==> config.mk <==
export PLATFORM = sky130hd
export DESIGN_NAME = core_tmr_unit
export DESIGN_NICKNAME = d
export VERILOG_FILES = /design/src/rtl/core_tmr_pkg.sv /design/src/rtl/core_tmr_period.sv /design/src/rtl/core_tmr_pit.sv /design/src/rtl/core_tmr_wdog.sv /design/src/rtl/core_tmr_rstreq.sv /design/src/rtl/core_tmr_unit.sv
export SDC_FILE = /design/constraint.sdc
export NUM_CORES = 1
export LEC_CHECK = 0
export ABC_AREA = 0
export BUFFER_PORTS_ARGS = -buffer_cell sky130_fd_sc_hd__buf_2
export CAP_MARGIN = 10
export CORE_MARGIN = 2
export CORE_UTILIZATION = 40
export DETAILED_ROUTE_END_ITERATION = 8
export PLACE_DENSITY = 0.68
export SLEW_MARGIN = 20
export SYNTH_ARGS = -nofsm -noshare
export SYNTH_HDL_FRONTEND = slang
export SYNTH_SLANG_ARGS = --single-unit
==> constraint.sdc <==
create_clock -name clk -period 5.24 [get_ports clk]
set_clock_uncertainty 0.2 [all_clocks]
set_input_delay 1.048 -clock clk [delete_from_list [all_inputs] [get_ports clk]]
set_output_delay 1.048 -clock clk [all_outputs]
set_load 0.01 [all_outputs]
==> src/rtl/core_tmr_pkg.sv <==
package core_tmr_pkg;

    // control word bit positions
    localparam int C_WDG_SEL_LO = 30;
    localparam int C_WDG_KIND_LO = 28;
    localparam int C_WDG_IE = 27;
    localparam int C_PIT_EN = 26;
    localparam int C_FIT_SEL_LO = 24;
    localparam int C_FIT_IE = 23;
    localparam int C_PIT_AUTO = 22;

    // status word bit positions
    localparam int S_WDG_ARM = 31;
    localparam int S_WDG_ALERT = 30;
    localparam int S_RST_KIND_LO = 28;
    localparam int S_PIT_EXP = 27;
    localparam int S_FIT_EXP = 26;

    localparam logic [31:0] CTRL_MASK = 32'hFFC0_0000;
    localparam logic [31:0] STS_MASK = 32'hFC00_0000;

    typedef enum logic {
        PIT_IDLE = 1'b0,
        PIT_RUN  = 1'b1
    } pit_state_e;

    typedef enum logic [1:0] {
        WD_QUIET = 2'd0,
        WD_ARMED = 2'd1,
        WD_ALERT = 2'd2
    } wd_stage_e;

    typedef enum logic [1:0] {
        RK_NONE = 2'd0,
        RK_CORE = 2'd1,
        RK_CHIP = 2'd2,
        RK_SYS  = 2'd3
    } rst_kind_e;

endpackage

==> src/rtl/core_tmr_period.sv <==
module core_tmr_period #(
    parameter int LOG_MIN = 9,
    parameter int LOG_STEP = 4
) (
    input  logic       clk,
    input  logic       rst_n,
    input  logic       tick,
    input  logic [1:0] sel,
    output logic       expire
);
    localparam int CW = LOG_MIN + 3 * LOG_STEP + 1;

    logic [CW-1:0] cnt_q;
    logic [CW-1:0] last_val;

    always_comb begin
        last_val = (CW'(1) << (LOG_MIN + LOG_STEP * int'(sel))) - CW'(1);
        expire   = tick && (cnt_q >= last_val);
    end

    always_ff @(posedge clk or negedge rst_n) begin
        if (!rst_n) begin
            cnt_q <= '0;
        end else if (expire) begin
            cnt_q <= '0;
        end else if (tick) begin
            cnt_q <= cnt_q + CW'(1);
        end
    end

    // a period always restarts from zero after it elapses
    assert_period_wrap_R5: assert property (@(posedge clk) disable iff (!rst_n)
        expire |=> (cnt_q == '0));

endmodule

==> src/rtl/core_tmr_pit.sv <==
module core_tmr_pit
    import core_tmr_pkg::*;
#(
    parameter int PIT_W = 32
) (
    input  logic             clk,
    input  logic             rst_n,
    input  logic             tick,
    input  logic             run_en,
    input  logic             auto_rl,
    input  logic             cfg_we,
    input  logic             cfg_en,
    input  logic             ld_we,
    input  logic [PIT_W-1:0] ld_val,
    output logic [PIT_W-1:0] count,
    output logic             expire
);
    localparam logic [PIT_W-1:0] ONE = PIT_W'(1);

    pit_state_e       st_q, st_n;
    logic [PIT_W-1:0] cnt_q, cnt_n;
    logic [PIT_W-1:0] rl_q, rl_n;

    // state register
    always_ff @(posedge clk or negedge rst_n) begin
        if (!rst_n) begin
            st_q  <= PIT_IDLE;
            cnt_q <= '0;
            rl_q  <= '0;
        end else begin
            st_q  <= st_n;
            cnt_q <= cnt_n;
            rl_q  <= rl_n;
        end
    end

    // transitions and outputs
    always_comb begin
        st_n   = st_q;
        cnt_n  = cnt_q;
        rl_n   = rl_q;
        expire = 1'b0;
        if (ld_we) begin
            rl_n  = ld_val;
            cnt_n = ld_val;
            st_n  = (run_en && (ld_val > ONE)) ? PIT_RUN : PIT_IDLE;
        end else begin
            unique case (st_q)
                PIT_IDLE: begin
                    if (cfg_we && cfg_en && (rl_q > ONE)) begin
                        st_n  = PIT_RUN;
                        cnt_n = rl_q;
                    end
                end
                PIT_RUN: begin
                    if (cfg_we && !cfg_en) begin
                        st_n = PIT_IDLE;
                    end else if (tick) begin
                        if (cnt_q <= ONE) begin
                            expire = 1'b1;
                            if (auto_rl) begin
                                cnt_n = rl_q;
                            end else begin
                                cnt_n = '0;
                                st_n  = PIT_IDLE;
                            end
                        end else begin
                            cnt_n = cnt_q - ONE;
                        end
                    end
                end
                default: st_n = PIT_IDLE;
            endcase
        end
    end

    assign count = cnt_q;

    // an idle PIT keeps its count until software touches it
    assert_pit_hold_R4: assert property (@(posedge clk) disable iff (!rst_n)
        (st_q == PIT_IDLE && !ld_we && !cfg_we) |=> $stable(cnt_q));

    // a one-shot expiry parks the PIT at zero
    assert_pit_oneshot_R3: assert property (@(posedge clk) disable iff (!rst_n)
        (expire && !auto_rl) |=> (st_q == PIT_IDLE && cnt_q == '0));

endmodule

==> src/rtl/core_tmr_wdog.sv <==
module core_tmr_wdog
    import core_tmr_pkg::*;
#(
    parameter int LOG_MIN = 17,
    parameter int LOG_STEP = 4
) (
    input  logic       clk,
    input  logic       rst_n,
    input  logic       tick,
    input  logic [1:0] sel,
    input  logic       flag_arm,
    input  logic       flag_alert,
    output logic       set_arm,
    output logic       set_alert,
    output logic       fire
);
    logic      expire;
    wd_stage_e stage;

    core_tmr_period #(
        .LOG_MIN (LOG_MIN),
        .LOG_STEP(LOG_STEP)
    ) u_period (
        .clk   (clk),
        .rst_n (rst_n),
        .tick  (tick),
        .sel   (sel),
        .expire(expire)
    );

    // stage decode from the status flags
    always_comb begin
        unique case ({flag_arm, flag_alert})
            2'b00:   stage = WD_QUIET;
            2'b01:   stage = WD_QUIET;
            2'b10:   stage = WD_ARMED;
            2'b11:   stage = WD_ALERT;
            default: stage = WD_QUIET;
        endcase
    end

    // stage actions
    always_comb begin
        set_arm   = 1'b0;
        set_alert = 1'b0;
        fire      = 1'b0;
        unique case (stage)
            WD_QUIET: set_arm   = expire;
            WD_ARMED: set_alert = expire;
            WD_ALERT: fire      = expire;
            default:  set_arm   = 1'b0;
        endcase
    end

endmodule

==> src/rtl/core_tmr_rstreq.sv <==
module core_tmr_rstreq
    import core_tmr_pkg::*;
(
    input  logic       clk,
    input  logic       rst_n,
    input  logic       wd_fire,
    input  logic [1:0] wd_kind,
    input  logic       sw_fire,
    input  logic [1:0] sw_kind,
    output logic       req_core,
    output logic       req_chip,
    output logic       req_sys
);
    logic [1:0] wd_k, sw_k;
    rst_kind_e  pick;

    always_comb begin
        wd_k = wd_fire ? wd_kind : 2'd0;
        sw_k = sw_fire ? sw_kind : 2'd0;
        pick = rst_kind_e'((wd_k > sw_k) ? wd_k : sw_k);
    end

    always_ff @(posedge clk or negedge rst_n) begin
        if (!rst_n) begin
            req_core <= 1'b0;
            req_chip <= 1'b0;
            req_sys  <= 1'b0;
        end else begin
            req_core <= (pick == RK_CORE);
            req_chip <= (pick == RK_CHIP);
            req_sys  <= (pick == RK_SYS);
        end
    end

    // never more than one reset kind requested at once
    assert_rst_onehot_R7: assert property (@(posedge clk) disable iff (!rst_n)
        $onehot0({req_core, req_chip, req_sys}));

endmodule

==> src/rtl/core_tmr_unit.sv <==
module core_tmr_unit
    import core_tmr_pkg::*;
#(
    parameter int PIT_W = 32,
    parameter int FIT_LOG_MIN = 9,
    parameter int WDG_LOG_MIN = 17,
    parameter int LOG_STEP = 4
) (
    input  logic             clk,
    input  logic             rst_n,
    input  logic             tick,
    input  logic             ctrl_we,
    input  logic [31:0]      ctrl_wdata,
    input  logic             sts_we,
    input  logic [31:0]      sts_wdata,
    input  logic             pit_we,
    input  logic [PIT_W-1:0] pit_wdata,
    input  logic             dbg_we,
    input  logic [1:0]       dbg_kind,
    output logic [31:0]      ctrl_q,
    output logic [31:0]      sts_q,
    output logic [PIT_W-1:0] pit_count,
    output logic             pit_irq,
    output logic             fit_irq,
    output logic             wdt_irq,
    output logic             rst_core_req,
    output logic             rst_chip_req,
    output logic             rst_sys_req
);
    logic        pit_exp, fit_exp;
    logic        wd_set_arm, wd_set_alert, wd_fire;
    logic [31:0] sts_n, clr_bits;

    always_ff @(posedge clk or negedge rst_n) begin
        if (!rst_n) begin
            ctrl_q <= '0;
        end else if (ctrl_we) begin
            ctrl_q <= ctrl_wdata & CTRL_MASK;
        end
    end

    core_tmr_pit #(.PIT_W(PIT_W)) u_pit (
        .clk    (clk),
        .rst_n  (rst_n),
        .tick   (tick),
        .run_en (ctrl_q[C_PIT_EN]),
        .auto_rl(ctrl_q[C_PIT_AUTO]),
        .cfg_we (ctrl_we),
        .cfg_en (ctrl_wdata[C_PIT_EN]),
        .ld_we  (pit_we),
        .ld_val (pit_wdata),
        .count  (pit_count),
        .expire (pit_exp)
    );

    core_tmr_period #(
        .LOG_MIN (FIT_LOG_MIN),
        .LOG_STEP(LOG_STEP)
    ) u_fit (
        .clk   (clk),
        .rst_n (rst_n),
        .tick  (tick),
        .sel   (ctrl_q[C_FIT_SEL_LO +: 2]),
        .expire(fit_exp)
    );

    core_tmr_wdog #(
        .LOG_MIN (WDG_LOG_MIN),
        .LOG_STEP(LOG_STEP)
    ) u_wdog (
        .clk       (clk),
        .rst_n     (rst_n),
        .tick      (tick),
        .sel       (ctrl_q[C_WDG_SEL_LO +: 2]),
        .flag_arm  (sts_q[S_WDG_ARM]),
        .flag_alert(sts_q[S_WDG_ALERT]),
        .set_arm   (wd_set_arm),
        .set_alert (wd_set_alert),
        .fire      (wd_fire)
    );

    core_tmr_rstreq u_rstreq (
        .clk     (clk),
        .rst_n   (rst_n),
        .wd_fire (wd_fire),
        .wd_kind (ctrl_q[C_WDG_KIND_LO +: 2]),
        .sw_fire (dbg_we),
        .sw_kind (dbg_kind),
        .req_core(rst_core_req),
        .req_chip(rst_chip_req),
        .req_sys (rst_sys_req)
    );

    // status: clear by writing ones, event sets win
    always_comb begin
        clr_bits = sts_we ? (sts_wdata & STS_MASK) : 32'd0;
        sts_n    = sts_q & ~clr_bits;
        if (wd_set_arm)   sts_n[S_WDG_ARM]   = 1'b1;
        if (wd_set_alert) sts_n[S_WDG_ALERT] = 1'b1;
        if (pit_exp)      sts_n[S_PIT_EXP]   = 1'b1;
        if (fit_exp)      sts_n[S_FIT_EXP]   = 1'b1;
        if (wd_fire)      sts_n[S_RST_KIND_LO +: 2] = ctrl_q[C_WDG_KIND_LO +: 2];
    end

    always_ff @(posedge clk or negedge rst_n) begin
        if (!rst_n) begin
            sts_q <= '0;
        end else begin
            sts_q <= sts_n;
        end
    end

    always_comb begin
        pit_irq = sts_q[S_PIT_EXP]   & ctrl_q[C_PIT_EN];
        fit_irq = sts_q[S_FIT_EXP]   & ctrl_q[C_FIT_IE];
        wdt_irq = sts_q[S_WDG_ALERT] & ctrl_q[C_WDG_IE];
    end

    // the alert flag only rises once the arm flag was already set
    assert_alert_after_arm_R6: assert property (@(posedge clk) disable iff (!rst_n)
        $rose(sts_q[S_WDG_ALERT]) |-> $past(sts_q[S_WDG_ARM]));

    // a software system-reset write yields its pulse next cycle
    assert_sw_sys_reset_R8: assert property (@(posedge clk) disable iff (!rst_n)
        (dbg_we && dbg_kind == 2'd3) |=> rst_sys_req);

endmodule

---- Word level (Yosys, flattened, before mapping) ----
Cells that the tools add are included.
operators by class
  $add $sub $neg .......................... 7
  order comparisons ....................... 6
  equality and inequality tests ........... 11
  shift-type cells ........................ 2
  multiplexer cells ....................... 37
  bitwise logic cells ..................... 6
  reduce and logical (&&, ||, !) cells .... 13
operator list
  operator               count
  $mux 32                7
  $gt 32x1->1 const B    2
  $pmux 32 s2            1
  $mux 30                2
  $mux 22                2
  $and 32x32->32         1
  $le 32x1->1 const B    1
  $not 32->32            1
  $shl 1x32->22 const A  1
  $sub 32x1->32 const B  1
  $add 30x1->30 const B  1
  $ge 30x30->1           1
  $shl 1x6->30 const A   1
  $sub 30x2->30 const B  1
  $add 22x1->22 const B  1
  $ge 22x22->1           1
  $sub 22x2->22 const B  1
  $mux 1                 19
  $eq 2x2->1 const B     5
  $mux 2                 4
  $add 5x4->6 const A    1
  $eq 2x1->1 const B     3
  $logic_and 1x1->1      6
  $ne 3x3->1 const B     2
  other kinds (12)       16
word-level totals
  flip-flop bits (word level) ............. 162

---- Longest topological paths before layout ----
Gate-level depths: netlist (run 1).
  depth in word-level cells ............... 10
  mapped depth ............................ 13
  gate-level depth less buffers ........... 12

---- By module ----
From an unflattened synthesis (run 1), not the netlist that was laid out.
unflattened totals
  cell total of the unflattened synthesis .. 892
  area, all modules ....................... 8528.2 um2
modules (own cells, without submodules)
  module                              instances  cells an instance  area an instance (um2)  sequential area each (um2)
  core_tmr_pit                        1          395                3753.6                  1626.6
  core_tmr_period at u_wdog.u_period  1          193                1869.3                  750.7
  core_tmr_period at u_fit            1          195                1684.1                  550.5
  core_tmr_unit                       1          93                 1027.2                  400.4
  core_tmr_rstreq                     1          13                 167.7                   75.1
  core_tmr_wdog                       1          3                  26.3                    0.0

---- Worst setup path before layout (run 1) ----
OpenSTA, ideal clock, no wires.
  path kind ............................... reg2reg
  from .................................... register ctrl_q[31]
  to ...................................... register u_rstreq.req_core
  arrival ................................. 2.757 ns
  required time ........................... 4.921 ns
  slack ................................... 2.164 ns
  stages on the path, launching flop included .. 14
  path buffers ............................ 1
  clock period less this slack ............ 3.076 ns
  cell sequence ........................... dfrtp_1 -> nand2_1 -> ha_1 -> nand4_1 -> nor3_1 -> nand4b_1 -> a31oi_1 -> buf_2 -> nand4_1 -> inv_1 -> ha_1 -> o2111a_1 -> a21o_1 -> and2_1
between the ends
  cells in the longest elaborated chain, start to end .. 10
RTL lines
  what                    line                   RTL
  start, declared         core_tmr_unit.sv:20    output logic [31:0] ctrl_q,
  start signal, assigned  core_tmr_unit.sv:38    ctrl_q <= ctrl_wdata & CTRL_MASK;
  $add 5x4->6 *           core_tmr_period.sv:17  last_val = (CW'(1) << (LOG_MIN + LOG_STEP * int'(sel))) - CW'(1);
  $shl 1x6->30 *          core_tmr_period.sv:17
  $sub 30x2->30 *         core_tmr_period.sv:17
  $ge 30x30->1 *          core_tmr_period.sv:18  expire = tick && (cnt_q >= last_val);
  $logic_and 1x1->1 *     core_tmr_period.sv:18
  $mux 1 *                core_tmr_wdog.sv:47    unique case (stage)
  $mux 2 *                core_tmr_rstreq.sv:18  wd_k = wd_fire ? wd_kind : 2'd0;
  $gt 2x2->1              core_tmr_rstreq.sv:20  pick = rst_kind_e'((wd_k > sw_k) ? wd_k : sw_k);
  $mux 2 *                core_tmr_rstreq.sv:20
  $eq 2x1->1 *            core_tmr_rstreq.sv:29  req_core <= (pick == RK_CORE);
  end signal, assigned    core_tmr_rstreq.sv:29
  end, declared           core_tmr_rstreq.sv:10  output logic req_core,
Mark *: on every way between the ends. The rest lies on a longest branch, timed or not.
A chain may end at the register's enable or synchronous reset.

---- Worst setup path in the final report (run 1) ----
  from .................................... input port ctrl_we
  to ...................................... register u_pit.cnt_q[24], in the netlist u_pit.count[24]
between the ends
  cells in the longest elaborated chain, start to end .. 4
  elaborated cells between the ends (all ways) .. 6
RTL lines
  what                            line                 RTL
  start, declared                 core_tmr_unit.sv:12  input logic ctrl_we,
  $logic_and 1x1->1 (2 in a row)  core_tmr_pit.sv:50   if (cfg_we && cfg_en && (rl_q > ONE)) begin
  $ne 3x2->1 (no line)            -
  $reduce_and 3->1 (no line) *    -
  end signal, assigned            core_tmr_pit.sv:32   cnt_q <= cnt_n;
  end, declared                   core_tmr_pit.sv:21   logic [PIT_W-1:0] cnt_q, cnt_n;
Marked as above.

==> impl_metrics.ini, run 1 <==
[clock_network]
cts_buffers = 17
cts_tree = yes
postCtsSetupRepairBufs = 0
h-tree-depth = 4
insertion_delay_ps = 420
clk_path_buf_depth = 2
root_buffer = clkbuf_16
clkSlewWorstSetupHoldPaths_ps = 60
cts.repair.resized = 0
hold_buffers = 0
clock-sinks = 136

[synth]
synth_area_per_cell_um2 = 9.437
synth.yosys.seq_area_share = 0.4043
synth_compound_area_frac = 0.1718
synth-simple-area-share = 0.2076
synth_top_area_share = 0.4043
ys_seq_elements = 136
synth.area.mux_share = 0.03285
synth_cell_types = 86
synth_flop_cell = dfrtp_1
synth-xor-area-share = 0.04682
yosysMostFrequentCell = dfrtp_1
synth_top_family_by_area = simple AND/OR/NAND/NOR gates
async_flop_share = 1.000
syn_area_um2 = 8418
synth_adder_area_share = 0.04905
synth_area_leader_cell = dfrtp_1
synth_edf_count = 0
synth_warnings = 0
syn_inst = 892
synth_area_leaders = dfrtp_1 40%, buf_4 4.9%, ha_1 4.9%
synth_top_cells_by_count = 136 x dfrtp_1, 77 x nor2_1, 70 x nand2_1, 57 x o21ai_0, 55 x buf_4

[sta]
fin_setup_tns_ps = 0
hold_viol = 0
slew_violations = 0
setup_viol = 0
max-slew-margin-rel = 0.3202
worst_pin_slew_ps = 1020
rsz0062_at_grt = false
fin_crit_ps = 3440
fin_crit_sh = 0.6565
fmax_mhz = 290.7

[place]
dp_cells = 1245
globalplace.congestion = 0.8165
dpl.hpwl_um = 15290
port_buffers = 110

[setup_path]
critical_path.startpoint = ctrl_we
worst-path-buf-inv = 2
crit_chain = buf_2 -> inv_1 -> o211ai_1 -> nor2b_1 -> and2_1 -> o21ai_0 -> o311ai_1
critPathCaptureType = register
r2r-start = u_pit.rl_q[30]
required_ps = 5340
r2r-end = u_pit.count[24]
worstSetupPathType = input port to register
cpPeakStageDelay_ps = 830
arrival_ps = 3540
r2r_cells = 6
critPathLaunchType = input port
rrSetupSlack_ps = 2090
crit_slowest_cell = and2_1
path_delay_family = simple AND/OR/NAND/NOR gates
crit_end = u_pit.count[24]
cp.depth = 7
worstPathMaxFanout = 28

[floorplanning]
num_rows = 53
dieArea_um2 = 22220
boundaryPins = 207
die_h_um = 149.1
floorplan.initialDensity = 0.4043
core-area_um2 = 20820
dieWidth_um = 149.1

[global_routing]
grt_pass1_vias = 6804
grt_pass1_wl_um = 35280
grt_usage = 0.2005
antenna_found_initial = 1
overflow = 0
grt_max_degree = 103

[detailed_routing]
drc = 0
avgViaCountPerCell = 5.505
drtAntennaViolNets = 0
vias = 7036
routedWlPerCell_um = 17.00
drt_pre_antenna_iters = 5
routed_wl_um = 21720
drt_iter0_markers = 570

[power_and_ir_drop]
vdd_ir_drop_max_v = 0.0002148
p_leak_nw = 4.343
powerDensity_nw_per_um2 = 334.5

[final_layout]
area_delta_synth_final_pct = 13.61
fin_cells = 1278
final_layout_size_suffix_gt1_frac = 0.2026
final_nets = 1128

[run_status]
status = complete, no violations

[min_path]
hold_path_class = register to register

[flow_run]
maxCapViolCount = 0
[cells in the final DEF, fill, tap and decap left out, drive strengths merged, types with 4 or more instances in the layout]
master / instances
inv: 39
nand2b: 8
o211ai: 11
a221o: 6
nor3: 25
nor2b: 7
o31ai: 9
or4: 4
o221ai: 4
dfrtp: 136
and4: 5
a32oi: 4
ha: 33
buf: 117
mux2i: 4
a21oi: 40
nor4: 26
nor2: 78
conb: 52
a21o: 6
and2: 14
mux2: 21
nand2: 70
clkbuf: 24
xor2: 27
o21ai: 63
nand3: 34
and3: 12
a22oi: 8
xnor2: 18
a221oi: 13
nand4: 21
a31oi: 8
or3: 10
[worst min-delay path, cell delays in order (launching register included)]
cell	delay, ps
dfrtp_1	350
nand2_1	60
o21ai_0	60
[final cells by class]
cell class | instances | area [µm²]
fillers | 2036 | 11260
multi-input cells | 679 | 4479
flip-flops and latches | 136 | 3403
repair buffers | 117 | 613.1
clock buffers | 24 | 481.7
well taps | 275 | 344.1
inverters | 39 | 146.4
clock inverters | 7 | 93.84
diodes | 1 | 2.502
[worst min path at each step]
stage / cells after the start / end / slack [ps] / from
2_1_floorplan: 2 / u_pit.count[28] / 270 / u_pit.rl_q[28]
3_3_place_gp: 1 / u_wdog.u_period.cnt_q[0] / 290 / u_wdog.u_period.cnt_q[0]
3_5_place_dp: 2 / sts_q[26] / 300 / sts_q[26]
4_1_cts: 1 / u_wdog.u_period.cnt_q[0] / 300 / u_wdog.u_period.cnt_q[0]
5_1_grt: 1 / u_wdog.u_period.cnt_q[0] / 320 / u_wdog.u_period.cnt_q[0]
6_report: 2 / sts_q[26] / 300 / sts_q[26]
[layer usage]
metal / track usage / routed length, µm / part of all wire
met1: 0.2714 / 9678 / 0.45
met4: 0.04905 / 313 / 0.014
met5: 0 / 0 / 0
met3: 0.04526 / 1420 / 0.065
met2: 0.3272 / 10310 / 0.47
[per-stage QoR]
stage          cell area [µm²]    util  setup WS, ps  total power, mW  hold WS, ps
3_5_place_dp              8975  0.4310          1394            2.015        296.0
4_1_cts                   9550  0.4587          1863            3.209        304.8
3_3_place_gp              8975  0.4310          1478            1.995        290.9
5_1_grt                   9562  0.4592          1580            3.375        317.0
2_1_floorplan             8606       -          2164            1.815        268.8
6_report                  9564  0.4593          1800            3.199        299.7
[power breakdown]
| part | switching, mW | total, mW | internal, mW |
|---|---|---|---|
| registers | 0.180 | 1.36 | 1.18 |
| logic | 0.374 | 0.645 | 0.271 |
| clock network | 0.456 | 1.19 | 0.736 |
[sequential cells by signal, indices dropped and copies added, names as in the netlist, 6 cells and up]
| register | flops |
|---|---|
| sts_q | 6 |
| u_pit.count | 32 |
| u_fit.cnt_q | 22 |
| ctrl_q | 10 |
| u_pit.rl_q | 32 |
| u_wdog.u_period.cnt_q | 30 |
[cells by family (layout without fill, tap and decap cells)]
family / Yosys count / count (layout)
compound gates: 200 / 200
xor+xnor: 45 / 45
fa+ha+maj: 33 / 33
buf+inv: 127 / 187
flops: 136 / 136
mux: 25 / 25
other cells: 2 / 53
simple gates: 324 / 324
(Power assumes the default switching activity.)
==> run 2, diff against run 1 <==
- PLACE_DENSITY: 0.68 -> 0.7
- clock period: 5.24 -> 3 ns (I/O delays scaled with it)
==> impl_metrics.ini, run 2 (synthesis gave the netlist of run 1 again) <==
[global_routing]
grt_max_degree = 59
grt_pass1_vias = 6827
overflow = 0
antenna_found_initial = 0
grt_pass1_wl_um = 35300
grt_usage = 0.2023

[detailed_routing]
drt_iter0_markers = 542
drtAntennaViolNets = 0
drt_pre_antenna_iters = 5
vias = 7190
routedWlPerCell_um = 16.92
routed_wl_um = 22180
avgViaCountPerCell = 5.484
drc = 0

[min_path]
holdPathStages = 2
hold_path_class = input port to register
hold_path.startpoint = sts_wdata[31]
holdPathEnd = sts_q[31]

[sta]
setup_viol = 0
slew_violations = 0
hold_viol = 0
fin_crit_sh = 0.9601
fin_crit_ps = 2880
fmax_mhz = 347.2
max-slew-margin-rel = 0.5973
fin_setup_tns_ps = 0
worst_pin_slew_ps = 604.1

[setup_path]
cpPeakStageDelay_ps = 420
crit_chain = nand2_4 -> ha_1 -> nand4_1 -> nor3_2 -> nand4b_1 -> a31oi_2 -> nand4_1 -> inv_1 -> ha_1 -> o2111a_1 -> a21o_1 -> and2_1
required_ps = 3120
critPathLaunchType = register
critPathCaptureType = register
r2r_cells = 12
arrival_ps = 3000
crit_slowest_cell = dfrtp_1
worst-path-buf-inv = 1
worstPathMaxFanout = 4
r2r-end = u_rstreq.req_core
rrSetupSlack_ps = 120
r2r-start = ctrl_q[30]
worstSetupPathType = register to register
path_delay_family = simple AND/OR/NAND/NOR gates

[clock_network]
clock-sinks = 136
cts_tree = yes
insertion_delay_ps = 430
clk_path_buf_depth = 2
h-tree-depth = 4
clkSlewWorstSetupHoldPaths_ps = 60
cts_buffers = 17
root_buffer = clkbuf_16

[final_layout]
final_layout_size_suffix_gt1_frac = 0.2355
antennaDiodeCount = 0
fin_cells = 1311
final_cell_mix = 135 x dfrtp_1, 109 x buf_2, 77 x nor2_1
area_delta_synth_final_pct = 17.69
final_common_cell = dfrtp_1
post-route-cell-area_um2 = 9907
final_nets = 1162
fill_cells = 1973

[floorplanning]
floorplan.initialDensity = 0.4043
dieWidth_um = 149.1
num_rows = 53
boundaryPins = 207
die_h_um = 149.1
dieArea_um2 = 22220
core-area_um2 = 20820

[power_and_ir_drop]
p_sw_mw = 1.780
intPower_mw = 3.924
vdd_ir_drop_max_v = 0.0004539
p_leak_nw = 4.537
total_power_mw = 5.704
clkPwrFrac = 0.377
pwr-share-seq = 0.417
swShare = 0.3120
powerDensity_nw_per_um2 = 575.8
comb_power_share = 0.206

[place]
globalplace.congestion = 0.8664
dp_cells = 1278
port_buffers = 110
dpl.hpwl_um = 16030
placed_cell_area_um2 = 9248

[flow_run]
maxCapViolCount = 0

[run_status]
status = complete, no violations
[run 2: cell count changes in the layout (fill, tap and decap cells not counted), moves of 2 or more]
cell      before  now
buf_4          6   38
clkbuf_8       3    6
buf_12         0    2
clkbuf_1       4    2
ha_1          33   31
ha_4           0    2
[run 2: power by group through the flow]
stage          logic, mW  registers [mW]  clock network [mW]
2_1_floorplan      0.811            2.36                   0
3_3_place_gp        1.13            2.39                   0
3_5_place_dp        1.16            2.40                   0
4_1_cts             1.17            2.37                2.18
5_1_grt             1.31            2.42                2.26
6_report            1.17            2.38                2.15
[run 2: per-layer routing]
layer	wire length (µm)	up-vias	GRT usage
li1	-	3386	-
met4	361	0	0.06571
met5	0	-	0
met2	10670	285	0.3309
met3	1561	32	0.04006
met1	9587	3487	0.2703
[run 2: worst max path at each step]
stage	from	slack (ps)	cells after the start	to
6_report	ctrl_q[30]	120	12	u_rstreq.req_core
2_1_floorplan	u_wdog.u_period.cnt_q[20]	1	11	u_rstreq.req_core
5_1_grt	ctrl_q[30]	-5	12	u_rstreq.req_core
4_1_cts	ctrl_q[30]	50	12	u_rstreq.req_core
3_3_place_gp	ctrl_q[30]	150	12	u_rstreq.req_core
3_5_place_dp	ctrl_q[30]	70	12	u_rstreq.req_core
[run 2: metrics by stage]
stage,utilization,hold WS [ps],setup WS [ps]
6_report,0.4758,170.8,119.7
5_1_grt,0.4758,185.0,-5.162
4_1_cts,0.4736,154.0,54.18
3_5_place_dp,0.4441,298.1,72.73
3_3_place_gp,0.4441,288.1,145.4
2_1_floorplan,-,104.4,1.420
[run 2: area by class of cell]
cell class,instances,area (µm²),area share
clock buffers,25,515.5,0.05203
clock inverters,6,87.58,0.008841
inverters,39,146.4,0.01478
multi-input cells,679,4517,0.4559
flip-flops and latches,136,3405,0.3436
well taps,275,344.1,0.03473
repair buffers,151,892.1,0.09005
[run 2: timing repair]
| action | in CTS | in global routing |
|---|---|---|
| hold buffers | 1 | 0 |
| buffers inserted | 0 | 1 |
| gates resized for setup | 0 | 7 |
| endpoints found under the hold margin | 48 | 0 |
| setup endpoints to repair | 0 | 3 |
